**config.mk**
```make
export PLATFORM = sky130hd
export DESIGN_NAME = osr_bit_timer
export DESIGN_NICKNAME = d
export VERILOG_FILES = /design/src/rtl/osr_pkg.sv /design/src/rtl/osr_tx_timer.sv /design/src/rtl/osr_rx_timer.sv /design/src/rtl/osr_bit_timer.sv
export SDC_FILE = /design/constraint.sdc
export NUM_CORES = 1
export LEC_CHECK = 0
export ABC_AREA = 0
export BUFFER_PORTS_ARGS = -buffer_cell sky130_fd_sc_hd__buf_2
export CAP_MARGIN = 20
export CORE_ASPECT_RATIO = 2
export CORE_UTILIZATION = 40
export CTS_BUF_LIST = sky130_fd_sc_hd__clkbuf_8
export DETAILED_ROUTE_END_ITERATION = 8
export PLACE_DENSITY = 0.6
export SLEW_MARGIN = 10
export SYNTH_ARGS = -nofsm -noshare
export SYNTH_HDL_FRONTEND = slang
export SYNTH_SLANG_ARGS = --single-unit
```
**constraint.sdc**
```tcl
create_clock -name clk_i -period 5.4 [get_ports clk_i]
set_clock_uncertainty 0.15 [all_clocks]
set_input_delay 0.27 -clock clk_i [delete_from_list [all_inputs] [get_ports clk_i]]
set_output_delay 0.27 -clock clk_i [all_outputs]
set_load 0.01 [all_outputs]
```
**src/rtl/osr_pkg.sv**
```systemverilog
package osr_pkg;
  localparam int unsigned REG_W     = 8;
  localparam int unsigned RATIO_W   = 5;
  localparam int unsigned RATIO_MIN = 4;
  localparam int unsigned RATIO_MAX = 16;

  typedef logic [RATIO_W-1:0] ratio_t;

  typedef enum logic [1:0] {
    RX_IDLE = 2'd0,
    RX_HUNT = 2'd1,
    RX_RUN  = 2'd2
  } rx_state_e;

  // low nibble only; codes below the minimum alias to the maximum
  function automatic ratio_t decode_ratio(input logic [REG_W-1:0] reg_v);
    logic [3:0] code;
    code = reg_v[3:0];
    if (code < 4'(RATIO_MIN)) return ratio_t'(RATIO_MAX);
    else                      return ratio_t'(code);
  endfunction
endpackage

```
**src/rtl/osr_tx_timer.sv**
```systemverilog
module osr_tx_timer
  import osr_pkg::*;
(
  input  logic             clk_i,
  input  logic             rst_ni,
  input  logic             tick_i,
  input  logic [REG_W-1:0] osr_reg_i,
  input  logic             tx_active_i,
  output logic             tx_bit_o
);
  ratio_t ratio_q;
  ratio_t cnt_q;
  logic   hit;

  assign hit      = tx_active_i && tick_i && (cnt_q == ratio_q - ratio_t'(1));
  assign tx_bit_o = hit;

  always_ff @(posedge clk_i or negedge rst_ni) begin
    if (!rst_ni) begin
      ratio_q <= ratio_t'(RATIO_MAX);
      cnt_q   <= '0;
    end else if (!tx_active_i) begin
      ratio_q <= decode_ratio(osr_reg_i);
      cnt_q   <= '0;
    end else if (tick_i) begin
      if (hit) cnt_q <= '0;
      else     cnt_q <= cnt_q + ratio_t'(1);
    end
  end

  a_r2_tx_ratio_range: assert property (@(posedge clk_i) disable iff (!rst_ni)
    (ratio_q >= ratio_t'(RATIO_MIN)) && (ratio_q <= ratio_t'(RATIO_MAX)));

  a_r3_tx_cnt_below_ratio: assert property (@(posedge clk_i) disable iff (!rst_ni)
    cnt_q < ratio_q);

  a_r4_tx_ratio_held: assert property (@(posedge clk_i) disable iff (!rst_ni)
    (tx_active_i && $past(tx_active_i)) |-> $stable(ratio_q));
endmodule

```
**src/rtl/osr_rx_timer.sv**
```systemverilog
module osr_rx_timer
  import osr_pkg::*;
#(
  parameter int unsigned FRAME_BITS = 10
) (
  input  logic             clk_i,
  input  logic             rst_ni,
  input  logic             tick_i,
  input  logic [REG_W-1:0] osr_reg_i,
  input  logic             rx_i,
  output logic             rx_sample_o,
  output logic             rx_busy_o
);
  localparam int unsigned BIT_W = $clog2(FRAME_BITS + 1);

  rx_state_e        state_q;
  ratio_t           ratio_q;
  ratio_t           cnt_q;
  logic [BIT_W-1:0] bit_q;
  logic             prev_q;
  ratio_t           target;
  logic             busy, hit, edge_det, glitch, sample, last;

  assign busy     = (state_q != RX_IDLE);
  assign target   = (state_q == RX_HUNT) ? (ratio_q >> 1) : ratio_q;
  assign hit      = busy && tick_i && (cnt_q == target - ratio_t'(1));
  assign edge_det = !busy && tick_i && prev_q && !rx_i;
  assign glitch   = hit && (state_q == RX_HUNT) && rx_i;
  assign sample   = hit && !glitch;
  assign last     = sample && (bit_q == BIT_W'(FRAME_BITS - 1));

  assign rx_sample_o = sample;
  assign rx_busy_o   = busy;

  always_ff @(posedge clk_i or negedge rst_ni) begin
    if (!rst_ni) prev_q <= 1'b1;
    else if (tick_i) prev_q <= rx_i;
  end

  always_ff @(posedge clk_i or negedge rst_ni) begin
    if (!rst_ni) begin
      state_q <= RX_IDLE;
      ratio_q <= ratio_t'(RATIO_MAX);
      cnt_q   <= '0;
      bit_q   <= '0;
    end else if (!busy) begin
      ratio_q <= decode_ratio(osr_reg_i);
      if (edge_det) begin
        state_q <= RX_HUNT;
        cnt_q   <= '0;
        bit_q   <= '0;
      end
    end else if (tick_i) begin
      if (hit) begin
        cnt_q <= '0;
        if (glitch || last) begin
          state_q <= RX_IDLE;
        end else begin
          state_q <= RX_RUN;
          bit_q   <= bit_q + BIT_W'(1);
        end
      end else begin
        cnt_q <= cnt_q + ratio_t'(1);
      end
    end
  end

  a_r2_rx_ratio_range: assert property (@(posedge clk_i) disable iff (!rst_ni)
    (ratio_q >= ratio_t'(RATIO_MIN)) && (ratio_q <= ratio_t'(RATIO_MAX)));

  a_r5_rx_start_from_low: assert property (@(posedge clk_i) disable iff (!rst_ni)
    $rose(busy) |-> $past(tick_i && !rx_i));

  a_r6_rx_cnt_below_ratio: assert property (@(posedge clk_i) disable iff (!rst_ni)
    busy |-> (cnt_q < ratio_q));

  a_r7_rx_glitch_idle: assert property (@(posedge clk_i) disable iff (!rst_ni)
    glitch |=> !busy);

  a_r8_rx_ratio_held: assert property (@(posedge clk_i) disable iff (!rst_ni)
    (busy && $past(busy)) |-> $stable(ratio_q));

  a_r8_rx_bits_bounded: assert property (@(posedge clk_i) disable iff (!rst_ni)
    bit_q < BIT_W'(FRAME_BITS));
endmodule

```
**src/rtl/osr_bit_timer.sv**
```systemverilog
module osr_bit_timer
  import osr_pkg::*;
#(
  parameter int unsigned FRAME_BITS = 10
) (
  input  logic             clk_i,
  input  logic             rst_ni,
  input  logic             tick_i,
  input  logic [REG_W-1:0] osr_reg_i,
  input  logic             tx_active_i,
  input  logic             rx_i,
  output logic             tx_bit_o,
  output logic             rx_sample_o,
  output logic             rx_busy_o
);
  osr_tx_timer u_tx (
    .clk_i       (clk_i),
    .rst_ni      (rst_ni),
    .tick_i      (tick_i),
    .osr_reg_i   (osr_reg_i),
    .tx_active_i (tx_active_i),
    .tx_bit_o    (tx_bit_o)
  );

  osr_rx_timer #(.FRAME_BITS(FRAME_BITS)) u_rx (
    .clk_i       (clk_i),
    .rst_ni      (rst_ni),
    .tick_i      (tick_i),
    .osr_reg_i   (osr_reg_i),
    .rx_i        (rx_i),
    .rx_sample_o (rx_sample_o),
    .rx_busy_o   (rx_busy_o)
  );

  a_r9_strobes_on_tick: assert property (@(posedge clk_i) disable iff (!rst_ni)
    (tx_bit_o || rx_sample_o) |-> tick_i);

  a_r3_no_tx_when_idle: assert property (@(posedge clk_i) disable iff (!rst_ni)
    !tx_active_i |-> !tx_bit_o);
endmodule

```
Yosys cells after proc, flatten, opt, wreduce, memory -nomap -nowiden
Cells that the tools add are included.
Word-level totals
  output and inout bits: 3
  word-level logic and storage cells: 60
  register bits: 27
Cells by class
  reductions and logical operators: 20
  eq/ne operators: 8
  $lt $le $gt $ge: 1
  muxes and demuxes: 19
  add/sub/neg operators: 5
Operators by type and width (count)
  two-way mux 5 bit: 9
  two-way mux 4 bit: 5
  logical AND 1 bit: 11
  adder 5 x 1 -> 5 bit (second input constant): 2
  == test 5 bit: 2
  two-way mux 2 bit: 5
  subtractor 5 x 1 -> 5 bit (second input constant): 2
  inequality test 2 bit (second input constant): 4
  adder 4 x 1 -> 4 bit (second input constant): 1
  == test 4 bit (second input constant): 1
  less-than comparator 4 x 3 -> 1 bit (second input constant): 1
  AND reduction 4 bit: 1
  nonzero test 2 bit: 2
  zero test 1 bit: 3
  AND reduction 3 bit: 1
  == test 2 x 1 -> 1 bit (second input constant): 1
  AND reduction 2 bit: 1
  logical OR 1 bit: 1

Depth between registers and ports, before layout
  depth after elaboration: 15
  gate-level depth with buffers: 9
  depth with buffers taken out: 9

Hierarchy
From an unflattened synthesis, not the netlist that was laid out.
Unflattened totals
  cells, all modules: 196
  area, all modules: 1786.7 µm²
By module, submodules not included
  osr_rx_timer: seq. area each 427.9 µm², instances 1, area an instance 1166.1 µm², cells an instance 135
  osr_tx_timer: seq. area each 251.5 µm², instances 1, area an instance 620.6 µm², cells an instance 61

Least setup slack after synthesis
OpenSTA, ideal clock, no wires.
  path kind: reg-to-output
  from: register u_rx.state_q[1]
  to: output rx_sample_o
  data arrival time: 2252 ps
  stages on the path, launching flop included: 8
  slack: 2728 ps
  cells stage by stage: dfrtp_1 nand2b_1 buf_6 a2111oi_4 and2b_1 o32ai_1 a2111oi_4 a21boi_0
Between the ends
  longest elaborated chain between the ends: 9
Ends and longest elaborated chain
  start: declaration: line osr_rx_timer.sv:16  | rx_state_e state_q;
  start signal: assignment: line osr_rx_timer.sv:42  | state_q <= RX_IDLE;
  start signal: assignment: line osr_rx_timer.sv:49  | state_q <= RX_HUNT;
  start signal: assignment: line osr_rx_timer.sv:57  | state_q <= RX_IDLE;
  == test 2 x 1 -> 1 bit: line osr_rx_timer.sv:25, osr_rx_timer.sv:28
  two-way mux 5 bit: line osr_rx_timer.sv:25  | assign target = (state_q == RX_HUNT) ? (ratio_q >> 1) : ratio_q;
  subtractor 5 x 1 -> 5 bit: line osr_rx_timer.sv:26  | assign hit = busy && tick_i && (cnt_q == target - ratio_t'(1));
  == test 5 bit: line osr_rx_timer.sv:26
  logical AND 1 bit: line osr_rx_timer.sv:26
  logical AND 1 bit (2 in a row): line osr_rx_timer.sv:28  | assign glitch = hit && (state_q == RX_HUNT) && rx_i;
  zero test 1 bit: line osr_rx_timer.sv:29  | assign sample = hit && !glitch;
  logical AND 1 bit (*): line osr_rx_timer.sv:29
  end: declaration: line osr_bit_timer.sv:13  | output logic rx_sample_o,
Every way passes the cells marked *; elsewhere a longest branch is shown, timed or not.

Worst setup path after layout
  from: register u_rx.state_q[0]
  to: output rx_sample_o
Same word-level chain as after synthesis.

==> impl_metrics.tcl <==
set metrics [dict create \
    status "completed" \
    cts_buffer_depth 2 \
    setup_viol 0 \
    die_w_microns 48.07 \
    hold_buffers 1 \
    cts_tree "built" \
    core_sq_um 4088 \
    syn_area_per_cell_sq_um 9.329 \
    powerDensity_nw_per_um2 481.3 \
    numClockSinks 27 \
    place_inst 235 \
    critPathMaxFanout 10 \
    synth.yosys.seq_area_share_pct 40.01 \
    grt_pass1_wl_microns 6154 \
    numPortBuffers 11 \
    final_common_cell "dfrtp_1" \
    peakVddDrop_uv 250.9 \
    start_kind "flop" \
    n_antenna_cell 0 \
    rrSetupSlack_ns 2.38 \
    insertion_delay_ns 0.27 \
    wirelength_microns 3623 \
    dr.pass1.iters 4 \
    worst_pin_slew_ns 0.6754 \
    num-nets-final 207 \
    initial_utilization_pct 41.54 \
    fmax_ghz 0.2989 \
    drive_gt1_share_pct 14.36 \
    ios 16 \
    hold_end "u_tx.ratio_q[4]" \
    hp-class "input pin to flop" \
    place.gp.congestion 0.7613 \
    min_delay_path_depth 2 \
    slew_violations 0 \
    end_kind "output pin" \
    fin_cells 240 \
    dieArea_sq_um 4525 \
    rr_startpoint "u_rx.state_q[0]" \
    final_antenna_net_count 0 \
    synth_edf_count 0 \
    async_reset_ff_share_pct 100.0 \
    hpwlAfterDp_microns 2820 \
    power.leakage_uw 0.0007825 \
    finalHoldViolations 0 \
    cts_setup_buffers 0 \
    grt_max_degree 28 \
    period_minus_slack_ns 3.346 \
    h-tree-depth 1 \
    syn_area_sq_um 1698 \
    numCtsBuffers 3 \
    gr-total-overflow 0 \
    rsz0062_at_grt "no" \
    synth_ff_type "dfrtp_1" \
    area_delta_synth_final_pct 7.517 \
    drt-initial-drc-count 35 \
    vias 1312 \
    drcViolationCount 0 \
    avgRoutedWirePerCell_microns 15.10 \
    grt_pass1_vias 1355 \
    min-delay-start "osr_reg_i[3]" \
    dieHeight_microns 94.14 \
    post-route-util_pct 44.66 \
    antenna_found_initial 0 \
    cp.required_ns 4.98 \
    rr_endpoint "u_rx.bit_q[3]" \
    final_cell_mix "dfrtp_1, nand2_1, o21ai_0" \
    tns_ns 0 \
    root_buffer "clkbuf_8" \
    clkTransAtPathRegs_ns 0.09 \
    track_usage_pct 18.95 \
    synth_warnings 0 \
    cts_resized 0 \
    slew_headroom_pct 54.50 \
    crit_type "flop to output pin" \
    syn_inst 182 \
    synth_cell_type_count 46 \
    holdWs_ns 0.05696 \
    startpoint "u_rx.state_q[0]" \
    synthesis.nets 200 \
    rows 33 \
    reg2regPathDepth 7 \
    viasPerCell 5.467 \
    max-cap-violations 0 \
    ys_seq_elements 27 \
    finalCritPeriodShare_pct 61.96 \
    arrival_ns 2.93 \
]
cell usage after synthesis, types with 2 or more instances:
library cell  count  share of area [%]
nand2_1          21                4.6
and3_1            2               0.74
nand2b_1          5                1.8
xnor2_1           8                4.1
dfrtp_1          24                 35
a221o_1           2                1.2
a22o_1            2                1.0
o31ai_1           5                2.2
a21oi_1           4                1.2
mux2_2            5                3.3
a2111oi_4         2                3.2
ha_1              5                3.7
dfstp_2           3                4.6
nand3_1           9                2.7
nor4_1            2               0.74
a211oi_1          4                1.8
o41ai_1           2                1.0
o21ai_0          14                4.1
nor2b_1           5                1.8
nor2_1            7                1.5
a21o_1            2               0.88
clkbuf_1          7                1.5
inv_1            10                2.2
xor2_1            5                2.6
nor3_1            5                1.5
nor3b_1           2               0.88
metrics by stage:
stage / power (uW) / cell area (sq um) / worst slack, ns
2_1_floorplan: 689.8 / 1698 / 2.728
3_3_place_gp: 744.4 / 1770 / 2.400
3_5_place_dp: 771.8 / 1770 / 2.375
4_1_cts: 887.1 / 1826 / 2.046
5_1_grt: 951.7 / 1826 / 1.858
6_report: 878.7 / 1826 / 2.054
registers in the layout, indices dropped and copies added, names as in the netlist:
| signal | count |
|---|---|
| u_rx.bit_q | 4 |
| u_rx.cnt_q | 5 |
| u_rx.prev_q | 1 |
| u_rx.ratio_q | 5 |
| u_rx.state_q | 2 |
| u_tx.cnt_q | 5 |
| u_tx.ratio_q | 5 |
kinds of logic (layout without fill, tap and decap cells):
logic type / Yosys count / after routing / synth area share (%)
simple gates: 64 / 64 / 19.16
compound gates: 47 / 47 / 21.52
flops: 27 / 27 / 40.02
buf+inv: 20 / 26 / 5.011
xor+xnor: 13 / 13 / 6.706
mux: 6 / 6 / 3.905
fa+ha+maj: 5 / 5 / 3.685
final cells by class:
| class | instances | area (sq um) |
|---|---|---|
| Fill cell | 401 | 2262 |
| Multi-Input combinational cell | 135 | 933.4 |
| Sequential cell | 27 | 679.4 |
| Timing Repair Buffer | 12 | 65.06 |
| Tap cell | 52 | 65.06 |
| Clock buffer | 3 | 41.29 |
| Inverter | 10 | 37.54 |
| Clock inverter | 1 | 3.754 |
worst max-delay path: stages, from the launching register on:
cell	delay, ns
dfrtp_1	0.43
nor2b_1	0.51
mux2_2	0.41
a211oi_1	0.24
o2bb2ai_1	0.15
a2111oi_4	0.49
a21boi_0	0.25
buf_2	0.16
how the worst max path moves through the flow:
stage	endpoint	slack [ns]
2_1_floorplan	rx_sample_o	2.73
3_3_place_gp	rx_sample_o	2.40
3_5_place_dp	rx_sample_o	2.37
4_1_cts	rx_sample_o	2.05
5_1_grt	rx_sample_o	1.86
6_report	rx_sample_o	2.05
power breakdown:
| group | leakage (uW) | switching (uW) | total [uW] | internal (uW) |
|---|---|---|---|---|
| Clock | 0.0000269 | 62.3 | 113 | 51.0 |
| Combinational | 0.000421 | 215 | 397 | 182 |
| Sequential | 0.000335 | 106 | 368 | 262 |
| Total | 0.000783 | 384 | 879 | 495 |
metal layers:
metal | wire length (microns) | vias up | part of all wire [%] | global-route usage [%]
met4 | 97 | 0 | 2.7 | 9.954
met1 | 1411 | 621 | 39 | 20.66
li1 | - | 664 | - | -
met5 | 0 | - | 0 | 0
met2 | 2062 | 19 | 57 | 33.45
met3 | 51 | 8 | 1.4 | 1.346
Note: power is estimated with default switching activity, not from simulation.
